[config.mk]
export PLATFORM = sky130hd
export DESIGN_NAME = i2s_duplex_master
export DESIGN_NICKNAME = d
export VERILOG_FILES = /design/src/rtl/i2s_duplex_pkg.sv /design/src/rtl/i2s_clock_ctrl.sv /design/src/rtl/i2s_serial_path.sv /design/src/rtl/i2s_duplex_master.sv
export SDC_FILE = /design/constraint.sdc
export NUM_CORES = 1
export LEC_CHECK = 0
export BUFFER_PORTS_ARGS = -buffer_cell sky130_fd_sc_hd__buf_4
export CAP_MARGIN = 10
export CORE_ASPECT_RATIO = 1.2
export CORE_MARGIN = 3
export CORE_UTILIZATION = 52
export CTS_CLUSTER_SIZE = 40
export DETAILED_ROUTE_END_ITERATION = 10
export GPL_TIMING_DRIVEN = 0
export PLACE_DENSITY = 0.74
export SLEW_MARGIN = 20
export SYNTH_ARGS = -nofsm -noshare
export SYNTH_HDL_FRONTEND = slang
export SYNTH_SLANG_ARGS = --single-unit
[constraint.sdc]
create_clock -name clk -period 2.8 [get_ports clk]
set_input_delay 0.14 -clock clk [delete_from_list [all_inputs] [get_ports clk]]
set_output_delay 0.14 -clock clk [all_outputs]
set_load 0.02 [all_outputs]
[src/rtl/i2s_duplex_pkg.sv]
package i2s_duplex_pkg;

  // Strobes from the frame sequencer to the serial datapath
  typedef struct packed {
    logic frameEnd;     // last clk cycle of a frame
    logic txShiftEn;    // next edge starts a new bit period
    logic rxSample;     // bit clock high, slot position carries sample data
    logic rxLeftDone;   // sampling the left LSB
    logic rxRightDone;  // sampling the right LSB
  } i2sStrobes_t;

endpackage

[src/rtl/i2s_clock_ctrl.sv]
module i2s_clock_ctrl
  import i2s_duplex_pkg::*;
#(
  parameter int CLK_PER_MCLK  = 2,
  parameter int MCLK_PER_BCLK = 4,
  parameter int SLOT_W        = 32,
  parameter int SAMPLE_W      = 16
) (
  input  logic        clk,
  input  logic        rst,
  output logic        mclk,
  output logic        bclk,
  output logic        lrck,
  output i2sStrobes_t stb
);

  localparam int CLK_PER_BCLK = CLK_PER_MCLK * MCLK_PER_BCLK;
  localparam int PH_W         = $clog2(CLK_PER_BCLK);
  localparam int SLOT_BITS    = $clog2(SLOT_W);
  localparam int CNT_W        = PH_W + SLOT_BITS + 1;
  localparam int MCLK_BIT     = $clog2(CLK_PER_MCLK) - 1;
  localparam int LR_RISE      = (SLOT_W - 1) * CLK_PER_BCLK - 1;
  localparam int LR_FALL      = (2 * SLOT_W - 1) * CLK_PER_BCLK - 1;
  localparam int SAMPLE_PH    = CLK_PER_BCLK / 2;

  logic [CNT_W-1:0]     frameCnt;
  logic [PH_W-1:0]      phase;
  logic [SLOT_BITS:0]   bitIdx;
  logic [SLOT_BITS-1:0] slotPos;
  logic                 inRight;
  logic                 sampleNow;
  logic                 lrckQ;

  assign phase   = frameCnt[PH_W-1:0];
  assign bitIdx  = frameCnt[CNT_W-1:PH_W];
  assign slotPos = bitIdx[SLOT_BITS-1:0];
  assign inRight = bitIdx[SLOT_BITS];

  always_ff @(posedge clk) begin
    if (rst) begin
      frameCnt <= '0;
      lrckQ    <= 1'b0;
    end else begin
      frameCnt <= frameCnt + 1'b1;
      // word select moves one bit period ahead of each slot
      if (frameCnt == CNT_W'(LR_RISE))      lrckQ <= 1'b1;
      else if (frameCnt == CNT_W'(LR_FALL)) lrckQ <= 1'b0;
    end
  end

  assign mclk = frameCnt[MCLK_BIT];
  assign bclk = frameCnt[PH_W-1];
  assign lrck = lrckQ;

  assign sampleNow = (phase == PH_W'(SAMPLE_PH));

  always_comb begin
    stb             = '0;
    stb.frameEnd    = &frameCnt;
    stb.txShiftEn   = &phase;
    stb.rxSample    = sampleNow && (int'(slotPos) < SAMPLE_W);
    stb.rxLeftDone  = sampleNow && !inRight && (slotPos == SLOT_BITS'(SAMPLE_W - 1));
    stb.rxRightDone = sampleNow &&  inRight && (slotPos == SLOT_BITS'(SAMPLE_W - 1));
  end

endmodule

[src/rtl/i2s_serial_path.sv]
module i2s_serial_path
  import i2s_duplex_pkg::*;
#(
  parameter int SAMPLE_W = 16,
  parameter int SLOT_W   = 32
) (
  input  logic                clk,
  input  logic                rst,
  input  i2sStrobes_t         stb,
  input  logic                monoMode,
  input  logic                txValid,
  input  logic [SAMPLE_W-1:0] txLeft,
  input  logic [SAMPLE_W-1:0] txRight,
  output logic                txReady,
  output logic [SAMPLE_W-1:0] dacLeft,
  output logic [SAMPLE_W-1:0] dacRight,
  output logic                dacStrobe,
  output logic                sdout,
  input  logic                sdin,
  output logic [SAMPLE_W-1:0] rxLeft,
  output logic [SAMPLE_W-1:0] rxRight,
  output logic                rxValid
);

  localparam int FRAME_W = 2 * SLOT_W;
  localparam int PAD_W   = SLOT_W - SAMPLE_W;

  logic [SAMPLE_W-1:0] heldLeft, heldRight, nextLeft, nextRight;
  logic [FRAME_W-1:0]  txShift, loadWord;
  logic [SAMPLE_W-1:0] rxShift, rxWord, leftHold;
  logic                accept;

  assign txReady   = stb.frameEnd;
  assign accept    = txReady && txValid;
  assign nextLeft  = accept ? txLeft  : heldLeft;
  assign nextRight = accept ? txRight : heldRight;

  generate
    if (PAD_W > 0) begin : g_padded
      assign loadWord = {nextLeft, {PAD_W{1'b0}}, nextRight, {PAD_W{1'b0}}};
    end else begin : g_packed
      assign loadWord = {nextLeft, nextRight};
    end
  endgenerate

  // playback: one frame-wide shift register, MSB leaves first
  always_ff @(posedge clk) begin
    if (rst) begin
      txShift   <= '0;
      heldLeft  <= '0;
      heldRight <= '0;
      dacStrobe <= 1'b0;
    end else begin
      dacStrobe <= stb.frameEnd;
      if (stb.frameEnd) begin
        heldLeft  <= nextLeft;
        heldRight <= nextRight;
        txShift   <= loadWord;
      end else if (stb.txShiftEn) begin
        txShift <= {txShift[FRAME_W-2:0], 1'b0};
      end
    end
  end

  assign sdout    = txShift[FRAME_W-1];
  assign dacLeft  = heldLeft;
  assign dacRight = heldRight;

  // capture: only the sample positions of each slot enter the shifter
  assign rxWord = {rxShift[SAMPLE_W-2:0], sdin};

  always_ff @(posedge clk) begin
    if (rst) begin
      rxShift  <= '0;
      leftHold <= '0;
      rxLeft   <= '0;
      rxRight  <= '0;
      rxValid  <= 1'b0;
    end else begin
      rxValid <= 1'b0;
      if (stb.rxSample) rxShift <= rxWord;
      if (stb.rxLeftDone) leftHold <= rxWord;
      if (stb.rxRightDone) begin
        rxLeft  <= leftHold;
        rxRight <= monoMode ? leftHold : rxWord;
        rxValid <= 1'b1;
      end
    end
  end

endmodule

[src/rtl/i2s_duplex_master.sv]
module i2s_duplex_master
  import i2s_duplex_pkg::*;
#(
  parameter int CLK_PER_MCLK  = 2,
  parameter int MCLK_PER_BCLK = 4,
  parameter int SLOT_W        = 32,
  parameter int SAMPLE_W      = 16
) (
  input  logic                clk,
  input  logic                rst,
  input  logic                monoMode,
  input  logic                txValid,
  input  logic [SAMPLE_W-1:0] txLeft,
  input  logic [SAMPLE_W-1:0] txRight,
  output logic                txReady,
  output logic [SAMPLE_W-1:0] dacLeft,
  output logic [SAMPLE_W-1:0] dacRight,
  output logic                dacStrobe,
  output logic                mclk,
  output logic                bclk,
  output logic                lrck,
  output logic                sdout,
  input  logic                sdin,
  output logic [SAMPLE_W-1:0] rxLeft,
  output logic [SAMPLE_W-1:0] rxRight,
  output logic                rxValid
);

  i2sStrobes_t stb;

  i2s_clock_ctrl #(
    .CLK_PER_MCLK (CLK_PER_MCLK),
    .MCLK_PER_BCLK(MCLK_PER_BCLK),
    .SLOT_W       (SLOT_W),
    .SAMPLE_W     (SAMPLE_W)
  ) u_ctrl (
    .clk (clk),
    .rst (rst),
    .mclk(mclk),
    .bclk(bclk),
    .lrck(lrck),
    .stb (stb)
  );

  i2s_serial_path #(
    .SAMPLE_W(SAMPLE_W),
    .SLOT_W  (SLOT_W)
  ) u_path (
    .clk      (clk),
    .rst      (rst),
    .stb      (stb),
    .monoMode (monoMode),
    .txValid  (txValid),
    .txLeft   (txLeft),
    .txRight  (txRight),
    .txReady  (txReady),
    .dacLeft  (dacLeft),
    .dacRight (dacRight),
    .dacStrobe(dacStrobe),
    .sdout    (sdout),
    .sdin     (sdin),
    .rxLeft   (rxLeft),
    .rxRight  (rxRight),
    .rxValid  (rxValid)
  );

endmodule

Yosys cells after proc, flatten, opt, wreduce, memory -nomap -nowiden
Cells that the tools add are included.
Widths: inputs -> output; s select.
{"block": "word_totals", "word_cells": 38, "ff_bits": 155, "out_inout_bits": 71}
{"block": "classes", "eq_ne": 4, "magnitude_cmp": 1, "mux": 8, "add_sub_neg": 1, "reduce_logical": 12}
{"cell": "$mux 64", "count": 2}
{"cell": "$mux 16", "count": 3}
{"cell": "$add 9x1->9 const B", "count": 1}
{"cell": "$eq 9x8->1 const B", "count": 1}
{"cell": "$eq 9x9->1 const B", "count": 1}
{"cell": "$reduce_and 9->1", "count": 1}
{"cell": "$logic_and 1x1->1", "count": 6}
{"cell": "$eq 5x4->1 const B", "count": 1}
{"cell": "$lt 5x5->1 const B", "count": 1}
{"cell": "$reduce_bool 2->1", "count": 2}
{"cell": "$eq 3x3->1 const B", "count": 1}
{"cell": "$mux 1", "count": 3}
{"cell": "$reduce_and 3->1", "count": 1}
{"cell": "$reduce_or 2->1", "count": 1}
{"cell": "$logic_not 1->1", "count": 1}

Depth between registers and ports, before layout
Gate-level depths: netlist of the first run.
{"block": "depth", "word_depth": 4, "mapped_depth": 9, "mapped_depth_nobuf": 7}

By module
Synthesis of the first run repeated with hierarchy kept, for this count alone.
{"block": "unflattened", "cells_unflattened": 619, "area_unflattened_um2": 6269.8}
{"mod": "i2s_serial_path", "seq_area_each_um2": 2902.8, "n_inst": 1, "cells_each": 567, "area_each_um2": 5798.1}
{"mod": "i2s_clock_ctrl", "seq_area_each_um2": 200.2, "n_inst": 1, "cells_each": 52, "area_each_um2": 471.7}

Least setup slack after synthesis of the first run
No wires, ideal clock.
{"block": "synth_timing", "kind": "reg2reg", "start": "register u_ctrl.frameCnt[0]", "end": "register u_path.txShift[29]", "stages_incl_launch_ff": 9, "n_path_buf": 2, "t_arrival_ns": 2.059, "setup_ns": 0.086, "slack_ns": 0.655, "path_cell_list": "dfxtp_1 > ha_1 > nand3_1 > nor2_1 > ha_1 > buf_2 > clkbuf_1 > a211oi_1 > a211oi_1"}
{"block": "synth_between", "elab_chain_len": 4, "elab_cells_between_ends": 6}
{"element": "from (decl)", "line_no": "i2s_clock_ctrl.sv:26", "text": "logic [CNT_W-1:0] frameCnt;"}
{"element": "from (signal assigned)", "line_no": "i2s_clock_ctrl.sv:44", "text": "frameCnt <= frameCnt + 1'b1;"}
{"element": "$reduce_and 9->1 *", "line_no": "i2s_clock_ctrl.sv:59", "text": "stb.frameEnd = &frameCnt;"}
{"element": "named net txReady", "line_no": "i2s_duplex_master.sv:15", "text": "output logic txReady,"}
{"element": "$logic_and 1x1->1", "line_no": "i2s_serial_path.sv:34", "text": "assign accept = txReady && txValid;"}
{"element": "$mux 16", "line_no": "i2s_serial_path.sv:36", "text": "assign nextRight = accept ? txRight : heldRight;"}
{"element": "$mux 64", "line_no": "i2s_serial_path.sv:55", "text": "if (stb.frameEnd) begin"}
{"element": "to (signal assigned)", "line_no": "i2s_serial_path.sv:58", "text": "txShift <= loadWord;"}
{"element": "to (signal assigned)", "line_no": "i2s_serial_path.sv:60", "text": "txShift <= {txShift[FRAME_W-2:0], 1'b0};"}
{"element": "to (decl)", "line_no": "i2s_serial_path.sv:29", "text": "logic [FRAME_W-1:0] txShift, loadWord;"}
The timed path passes the listed nets; every way through them passes the cells marked *.
A chain may end at the register's enable or synchronous reset.

Worst setup path after layout of the first run
{"block": "layout_timing", "start": "register u_ctrl.frameCnt[0]", "end": "register u_path.txShift[54]"}
{"block": "layout_between", "elab_chain_len": 4, "elab_cells_between_ends": 6}
{"element": "$reduce_and 9->1", "line_no": "i2s_clock_ctrl.sv:59"}
{"element": "$logic_and 1x1->1", "line_no": "i2s_serial_path.sv:34"}
{"element": "$mux 16", "line_no": "i2s_serial_path.sv:35", "text": "assign nextLeft = accept ? txLeft : heldLeft;"}
{"element": "$mux 64", "line_no": "i2s_serial_path.sv:55"}
Parallel ways exist; a longest one is shown, timed or not.

==> summary.md, run 1 <==
### Run status
- outcome: finished, final reports clean

### Synth
- share of flip-flops with an asynchronous set or reset: 0%
- part of the Yosys area used for sequential elements: 47.3%
- Primary FF master, synth: dfxtp_1
- total standard cell area after synthesis: 6570 um^2
- post-synth top area share: 47.3%
- synthesis warning total: 0
- adder and majority gate portion of the synthesized area: 0.762%
- fraction of synthesized area in multiplexers: 9.78%
- post-synthesis cell type with the largest combined area: dfxtp_1
- area fraction in compound gates after synthesis: 21.2%
- most frequently used cell type in the post-synthesis netlist: dfxtp_1
- parity-gate share of the synthesized area counting xor and xnor cells: 0.267%
- most common library cells after synthesis: dfxtp_1 (155), nand2_1 (99), a21oi_1 (83), a211oi_1 (74), mux2i_1 (63)
- Post-Syn Instances: 722
- post-synth net total: 763
- simple logic cell fraction of the synthesized area: 15.0%
- combinational family with the most area after synthesis: compound AO/OA/AOI/OAI gates
- Unique masters post-synth: 35
- count of flip-flops with a built-in enable after synthesis: 0
- leading cell types by total area after synthesis: dfxtp_1 (47%), mux2i_1 (9.6%), a211oi_1 (8.5%), a21oi_1 (6.3%), nand2_1 (5.7%)
- Synth Register Bits: 155
- Avg Inst Size Synth: 9.09 um^2

### Timing
- slew margin rel.: 62.0%
- max-slew violation count: 0
- measured slew at the worst slew-check pin: 0.570 ns
- number of endpoints failing setup at the final stage: 0
- final critical delay including setup and external delays: 2.41 ns
- Post-Route Skew: 0.00742 ns
- final hold violation count: 0
- setup TNS: 0 ns
- unrepaired setup endpoints after global routing: no
- maximum operating frequency: 415 MHz
- hold slack final: 0.189 ns
- share of the clock period used by the worst path after layout: 86.0%

### Critical path
- largest fanout on the critical path: 10
- critical path required time: 3.12 ns
- critical path endpoint category: register
- slowest cell delay on critical path: 0.38 ns
- start-to-end type of the worst setup path: register to register
- crit path buf inv count: 2
- critical path cell sequence: ha_1 > nand3_1 > nor2_1 > ha_1 > buf_2 > clkbuf_1 > a211oi_1 > a211oi_1
- CP Launch Type: register
- Critical-path top delay cell: dfxtp_1
- gate family responsible for the most delay along the worst path: buffers and inverters
- critical path data arrival time: 2.73 ns

### Clock tree
- TritonCTS Sinks: 155
- buffer count from post-CTS setup fixing: 0
- library cell used as clock root buffer: clkbuf_16
- count of H-tree levels built during CTS: 4
- largest buffer count on any clock path: 2
- clock tree from TritonCTS: done
- CTS clk-pin slew, worst paths: 0.06 ns
- clock buffers created by TritonCTS: 17
- clock network latency to the later pin of the worst-skew pair: 0.43 ns

### Global routing
- wire length of the first global-routing pass: 28100 um
- pin count of the biggest net entering global routing: 17
- overall global routing resource usage: 25.4%
- antenna violations before repair: 0
- vias in the first global route: 5910
- gr ovfl total: 0

### Floorplan
- DIE AREA: 14000 um^2
- core region area: 12200 um^2
- Die Span Y: 129 um
- I/O pin count: 108
- Horiz. Die Dim: 109 um
- number of core rows: 44
- initial cell density of the core: 53.7%

### Power and ir drop
- reported leakage power: 0.00322 uW
- maximum VDD drop: 345 uV
- P per Cell Area: 567 nW/um^2
- total chip power: 4810 uW

### Run
- reported max-cap violation count: 0

### Place
- gpl congestion: 0.839
- count of buffers inserted at the top-level ports: 104
- placed instance area: 7550 um^2
- half-perimeter wire length after placement: 12500 um

### Routing
- wirelength, routed: 17500 um
- Avg WL per Cell: 16.7 um
- Via density: 5.68
- remaining antenna violation count after routing: 0
- starting DRC count in detailed routing: 337
- count of vias placed by the detailed router: 5959
- DRC errors left: 0
- iteration count of the initial detailed-routing pass: 5

### Cells and area
- # diodes: 0
- net count of the finished layout: 919
- relative area change from synthesis to final layout: 29.3%
- final std cell area, no fill: 8490 um^2
- share of cells above drive strength 1: 19.8%

### Hold path
- Min-Delay Path Class: primary input to register

[where the power goes]
part / internal, uW / switching, uW / total (uW)
registers: 2210 / 4.55 / 2210
logic: 103 / 119 / 223
clock network: 1500 / 873 / 2370
total: 3810 / 997 / 4810
[layout by cell type (no fill, tap or decap), types with 4 or more instances in the layout]
cell type / n
a211oi_2: 4
clkbuf_8: 5
nor2b_1: 35
o31ai_1: 33
clkinv_2: 5
clkbuf_16: 17
nand4_1: 17
ha_1: 4
buf_4: 109
nor2_1: 23
a211oi_1: 74
a31oi_1: 16
nand2_1: 99
buf_1: 4
mux2i_1: 63
dlygate4sd3_1: 33
buf_2: 25
dfxtp_1: 155
clkbuf_1: 38
nand3_1: 18
a21oi_1: 83
[sequential cells by signal, summed over array words and instances (netlist names), 9 cells and up]
register         cells
u_path.rxLeft       16
u_ctrl.frameCnt      9
u_path.dacRight     16
u_path.txShift      48
u_path.dacLeft      16
u_path.rxShift      15
u_path.leftHold     16
u_path.rxRight      16
[timing repair]
| action | 4_1_cts | 5_1_grt |
|---|---|---|
| hold endpoints to repair | 33 | 0 |
| gates resized for setup | 0 | 0 |
| hold buffers | 33 | 0 |
[layout make-up]
cell class,instances,area (um^2)
Buffer,76,367
Inverter,3,11.3
Multi-Input combinational cell,488,3090
Sequential cell,155,3100
Timing Repair Buffer,137,1110
Tap cell,161,201
Fill cell,959,3730
Clock inverter,8,115
Clock buffer,22,494
[worst paths after layout]
check,to,depth (start not counted),from,slack (ns)
max,u_path.txShift[54],8,u_ctrl.frameCnt[0],0.39
min,u_path.rxRight[2],3,monoMode,0.19
max reg2reg,u_path.txShift[54],8,u_ctrl.frameCnt[0],0.39
min reg2reg,u_path.rxLeft[8],2,u_path.rxLeft[8],0.47
[worst min-delay path, stage by stage]
cell and delay (ns):
buf_2 0.17, mux2i_1 0.16, a211oi_1 0.09
[routing by layer]
layer / part of all wire (%) / global-route usage (%)
met3: 5.0 / 6.28
met5: 0 / 0
met2: 52 / 45.9
met1: 41 / 28.7
met4: 2.2 / 9.21
[stage by stage]
stage	util (%)	setup slack, ns	std cells
2_1_floorplan	-	0.655	722
3_3_place_gp	61.8	0.557	987
3_5_place_dp	61.8	0.443	987
4_1_cts	69.5	0.372	1050
5_1_grt	69.5	0.233	1050
6_report	69.5	0.392	1050
[cells by family after synthesis]
kind of cell,Yosys count
AOI/OAI and AO/OA,214
xor gates and xnor gates,2
adders and majority gates,4
buffers and inverters,79
DFF,155
muxes,64
and+or+nand+nor,204
Note: power is estimated with default switching activity, not from simulation.
==> run 2, diff against run 1 <==
--- a/config.mk
+++ b/config.mk
@@ -13,6 +13,7 @@
 export CTS_CLUSTER_SIZE = 40
 export DETAILED_ROUTE_END_ITERATION = 10
+export GPL_ROUTABILITY_DRIVEN = 0
 export GPL_TIMING_DRIVEN = 0
-export PLACE_DENSITY = 0.74
+export PLACE_DENSITY_LB_ADDON = 0.15
 export SLEW_MARGIN = 20
 export SYNTH_ARGS = -nofsm -noshare
==> constraint.sdc (replaced) <==
create_clock -name clk -period 2.8 [get_ports clk]
set_input_delay 0.42 -clock clk [delete_from_list [all_inputs] [get_ports clk]]
set_output_delay 0.42 -clock clk [all_outputs]
set_load 0.02 [all_outputs]
==> summary.md, run 2 (synthesized netlist as in run 1, its figures left out) <==
### Run status
- outcome: finished, final reports clean, unchanged

### Critical path
- critical path endpoint category: register, unchanged
- start-to-end type of the worst setup path: register to register, unchanged
- critical path required time: 3.12 ns, about the same
- CP Launch Type: register, unchanged
- largest fanout on the critical path: 10, unchanged
- critical path data arrival time: 2.73 ns, about the same

### Timing
- measured slew at the worst slew-check pin: 0.560 ns, was 0.570 ns
- share of the clock period used by the worst path after layout: 86.0%, about the same
- max-slew violation count: 0, unchanged
- slew margin rel.: 62.7%, was 62.0%
- final critical delay including setup and external delays: 2.41 ns, about the same
- final hold violation count: 0, unchanged
- Post-Route Skew: 0.0106 ns, was 0.00742 ns
- number of endpoints failing setup at the final stage: 0, unchanged
- maximum operating frequency: 415 MHz, about the same
- unrepaired setup endpoints after global routing: no, unchanged
- setup TNS: 0 ns, unchanged

### Power and ir drop
- total chip power: 4930 uW, was 4810 uW
- reported leakage power: 0.00309 uW, was 0.00322 uW
- net switching fraction of the power: 19.7%, was 20.7%
- share of total power in the clock network: 51.3%, was 49.3%
- Gate power share: 3.7%, was 4.6%
- Switch Pwr: 972 uW, was 997 uW
- P per Cell Area: 601 nW/um^2, was 567 nW/um^2
- Internal Power: 3950 uW, was 3810 uW
- maximum VDD drop: 353 uV, was 345 uV
- share of total power in sequential cells: 45.0%, was 46.0%

### Global routing
- antenna violations before repair: 0, unchanged
- gr ovfl total: 0, unchanged
- overall global routing resource usage: 24.1%, was 25.4%
- vias in the first global route: 5681, was 5910
- GRT met3 Usage: 6.38%, was 6.28%
- global route hottest layer: met2, unchanged
- fraction of met2 tracks used by global routing: 42.9%, was 45.9%
- pin count of the biggest net entering global routing: 17, unchanged
- met1 track utilization from global routing: 27.6%, was 28.7%
- wire length of the first global-routing pass: 26900 um, was 28100 um

### Clock tree
- largest buffer count on any clock path: 2, unchanged
- library cell used as clock root buffer: clkbuf_16, unchanged
- CTS clk-pin slew, worst paths: 0.06 ns, about the same
- number of buffers inserted for hold repair after clock tree synthesis: 0, was 33
- count of H-tree levels built during CTS: 4, unchanged
- clock tree from TritonCTS: done, unchanged
- number of gates resized after cts: 0, unchanged
- buffer count from post-CTS setup fixing: 0, unchanged
- TritonCTS Sinks: 155, unchanged
- clock buffers created by TritonCTS: 17, unchanged
- clock network latency to the later pin of the worst-skew pair: 0.42 ns, was 0.43 ns

### Floorplan
- Die Span Y: 129 um, unchanged
- DIE AREA: 14000 um^2, unchanged
- I/O pin count: 108, unchanged
- Horiz. Die Dim: 109 um, unchanged
- number of core rows: 44, unchanged
- initial cell density of the core: 53.7%, unchanged
- core region area: 12200 um^2, unchanged

### Place
- count of buffers inserted at the top-level ports: 104, unchanged
- Placed Cells incl. Taps: 987, unchanged
- half-perimeter wire length after placement: 12300 um, was 12500 um

### Routing
- wirelength, routed: 16600 um, was 17500 um
- count of vias placed by the detailed router: 5783, was 5959
- starting DRC count in detailed routing: 328, was 337
- Avg WL per Cell: 16.3 um, was 16.7 um
- remaining antenna violation count after routing: 0, unchanged
- iteration count of the initial detailed-routing pass: 7, was 5
- Via density: 5.69, was 5.68
- DRC errors left: 0, unchanged

### Cells and area
- net count of the finished layout: 886, was 919
- share of cells above drive strength 1: 20.2%, was 19.8%
- most common library cell in the layout ignoring fill and taps: dfxtp_1, unchanged
- relative area change from synthesis to final layout: 24.9%, was 29.3%
- Non-Filler Instances: 1017, was 1050
- most used cells in the layout excluding fill and tap cells: dfxtp_1 (155), buf_4 (109), nand2_1 (99), unchanged
- max reg flops: 48, unchanged
- largest register by flop count: u_path.txShift, unchanged
- fill cell instance count of the final layout: 1058, was 959
- end-of-flow core utilization: 67.1%, was 69.5%
- # diodes: 0, unchanged

### Hold path
- Min-Delay Path Class: primary input to register, unchanged

### Run
- reported max-cap violation count: 0, unchanged

==> run 2: worst max-delay path, cell delays in order, from the launching register on <==
cell,delay (ns)
dfxtp_1,0.39
ha_1,0.23
nand3_1,0.17
nor2_1,0.15
ha_1,0.33
buf_2,0.28
buf_1,0.39
a211oi_1,0.11
a211oi_1,0.26
==> run 2: layout make-up <==
class,instances,area [um^2],area share [%]
Clock buffer,24,492,6.00
Timing Repair Buffer,104,781,9.52
Multi-Input combinational cell,488,3090,37.6
Clock inverter,6,159,1.94
Inverter,3,11.3,0.137
Buffer,76,367,4.47
Sequential cell,155,3100,37.8
Tap cell,161,201,2.46
==> run 2: worst paths after layout <==
| kind | startpoint | to | slack (ns) | cells after the start |
|---|---|---|---|---|
| hold reg to reg | u_path.rxLeft[7] | u_path.rxLeft[7] | 0.47 | 2 |
| setup / recovery | u_ctrl.frameCnt[0] | u_path.txShift[59] | 0.39 | 8 |
| setup reg to reg | u_ctrl.frameCnt[0] | u_path.txShift[59] | 0.39 | 8 |
| hold / removal | txLeft[4] | u_path.dacLeft[4] | 0.25 | 3 |
==> run 2: power groups by stage <==
stage	sequential [uW]	clock [uW]	combinational (uW)
global placement	2260	0	179
detailed placement	2260	0	181
floorplan	2260	0	102
CTS	2210	2560	182
finish	2210	2530	182
global route	2210	2660	199
==> run 2: layer usage <==
| metal | up-vias | routed length (um) |
|---|---|---|
| li1 | 2852 | - |
| met1 | 2733 | 6790 |
| met2 | 167 | 8550 |
| met3 | 31 | 903 |
| met4 | 0 | 344 |
| met5 | - | 0 |
==> run 2: per-stage QoR <==
stage	area, um^2	hold slack (ns)	worst slack [ns]
after floorplan	6570	0.449	0.655
after global placement	7550	0.454	0.568
after detailed placement	7550	0.462	0.427
after CTS	8200	0.243	0.378
after global routing	8200	0.246	0.179
final	8200	0.251	0.393
==> run 3, diff against run 2 <==
- CORE_ASPECT_RATIO: 1.2 -> 1.5
==> summary.md, run 3 (synthesized netlist as in run 1, its figures left out) <==
### Cells and area
- net count of the finished layout: 886, unchanged
- Non-Filler Instances: 1011, was 1017
- share of cells above drive strength 1: 20.4%, was 20.2%
- area taken by multi-input logic gates: 3090 um^2, unchanged
- most used cells in the layout excluding fill and tap cells: dfxtp_1 (155), buf_4 (109), nand2_1 (99), unchanged
- max reg flops: 48, unchanged
- footprint of the flip-flops and latches: 3100 um^2, unchanged
- largest register by flop count: u_path.txShift, unchanged
- # diodes: 0, unchanged
- fill cell instance count of the final layout: 999, was 1058
- relative area change from synthesis to final layout: 23.7%, was 24.9%
- most common library cell in the layout ignoring fill and taps: dfxtp_1, unchanged

### Clock tree
- library cell used as clock root buffer: clkbuf_16, unchanged
- largest buffer count on any clock path: 2, unchanged
- buffer count from post-CTS setup fixing: 0, unchanged
- clock tree from TritonCTS: done, unchanged
- count of H-tree levels built during CTS: 4, unchanged
- number of buffers inserted for hold repair after clock tree synthesis: 0, unchanged
- number of gates resized after cts: 0, unchanged
- TritonCTS Sinks: 155, unchanged
- clock network latency to the later pin of the worst-skew pair: 0.42 ns, about the same
- CTS clk-pin slew, worst paths: 0.06 ns, about the same
- clock buffers created by TritonCTS: 17, unchanged

### Routing
- count of vias placed by the detailed router: 5839, was 5783
- wirelength, routed: 17600 um, was 16600 um
- remaining antenna violation count after routing: 0, unchanged
- DRC errors left: 0, unchanged
- iteration count of the initial detailed-routing pass: 5, was 7
- Avg WL per Cell: 17.4 um, was 16.3 um
- starting DRC count in detailed routing: 233, was 328
- Via density: 5.78, was 5.69

### Critical path
- critical path data arrival time: 2.78 ns, was 2.73 ns
- critical path endpoint category: register, unchanged
- start-to-end type of the worst setup path: register to register, unchanged
- count of cells along the worst register-to-register path: 8, unchanged
- CP Launch Type: register, unchanged
- largest fanout on the critical path: 10, unchanged
- critical path required time: 3.13 ns, was 3.12 ns

### Timing
- final critical delay including setup and external delays: 2.45 ns, was 2.41 ns
- share of the clock period used by the worst path after layout: 87.5%, was 86.0%
- measured slew at the worst slew-check pin: 0.622 ns, was 0.560 ns
- number of endpoints failing setup at the final stage: 0, unchanged
- max-slew violation count: 0, unchanged
- final hold violation count: 0, unchanged
- setup TNS: 0 ns, unchanged
- Final Worst Setup Slack: 0.351 ns, was 0.393 ns
- Post-Route Skew: 0.00958 ns, was 0.0106 ns
- maximum operating frequency: 408 MHz, was 415 MHz
- slew margin rel.: 58.5%, was 62.7%
- unrepaired setup endpoints after global routing: no, unchanged

### Hold path
- Worst Hold Path Cells: 3, unchanged
- Min-Delay Path Class: primary input to register, unchanged

### Floorplan
- initial cell density of the core: 54.1%, was 53.7%
- Die Span Y: 144 um, was 129 um
- number of core rows: 49, was 44
- DIE AREA: 14000 um^2, about the same
- Horiz. Die Dim: 97.8 um, was 109 um
- core region area: 12100 um^2, was 12200 um^2
- I/O pin count: 108, unchanged

### Power and ir drop
- P per Cell Area: 574 nW/um^2, was 601 nW/um^2
- reported leakage power: 0.00305 uW, was 0.00309 uW
- maximum VDD drop: 403 uV, was 353 uV

### Global routing
- antenna violations before repair: 0, unchanged
- pin count of the biggest net entering global routing: 17, unchanged
- gr ovfl total: 0, unchanged
- overall global routing resource usage: 25.3%, was 24.1%
- wire length of the first global-routing pass: 28700 um, was 26900 um
- vias in the first global route: 5967, was 5681

### Place
- count of buffers inserted at the top-level ports: 104, unchanged
- pre-CTS WS: 0.440 ns, was 0.427 ns
- Placed Cells incl. Taps: 979, was 987
- half-perimeter wire length after placement: 13200 um, was 12300 um

### Run status
- outcome: finished, final reports clean, unchanged

### Run
- reported max-cap violation count: 0, unchanged

run 3: where the power goes:
group	total, uW	switching (uW)	internal (uW)
Sequential	2220	5.96	2210
Combinational	186	113	73.1
Clock	2260	905	1360
run 3: final cells by class:
cell class	instances	share of cell area, %
Sequential cell	155	38.2
Multi-Input combinational cell	488	38.0
Tap cell	153	2.36
Clock inverter	10	1.45
Inverter	3	0.139
Clock buffer	22	5.72
Timing Repair Buffer	104	9.61
Buffer	76	4.51
run 3: worst paths after layout:
kind	to	from	slack [ns]
max reg2reg	u_path.txShift[55]	u_ctrl.frameCnt[0]	0.35
min reg2reg	u_path.rxLeft[13]	u_path.rxLeft[13]	0.47
min	u_path.dacRight[9]	txRight[9]	0.25
max	u_path.txShift[55]	u_ctrl.frameCnt[0]	0.35
run 3: critical path, cell delays in order, from the launching register on:
cell,delay (ns)
dfxtp_1,0.45
ha_1,0.26
nand3_1,0.16
nor2_1,0.14
ha_1,0.32
buf_2,0.27
clkbuf_1,0.38
a211oi_1,0.12
a211oi_1,0.26
run 3: per-stage QoR:
stage / util, % / total power, uW / cell area [um^2] / hold slack [ns]
final: 66.9 / 4660 / 8120 / 0.252
after global routing: 66.9 / 4800 / 8120 / 0.239
after CTS: 66.9 / 4680 / 8120 / 0.241
after detailed placement: 62.1 / 2450 / 7540 / 0.466
after global placement: 62.1 / 2440 / 7540 / 0.458
after floorplan: - / 2370 / 6570 / 0.449
run 3: per-layer routing:
layer	track usage (%)	vias up	part of all wire [%]
li1	-	2856	-
met1	26.1	2716	37
met2	46.4	211	53
met3	5.15	56	5.1
met4	16.4	0	5.0
met5	0	-	0
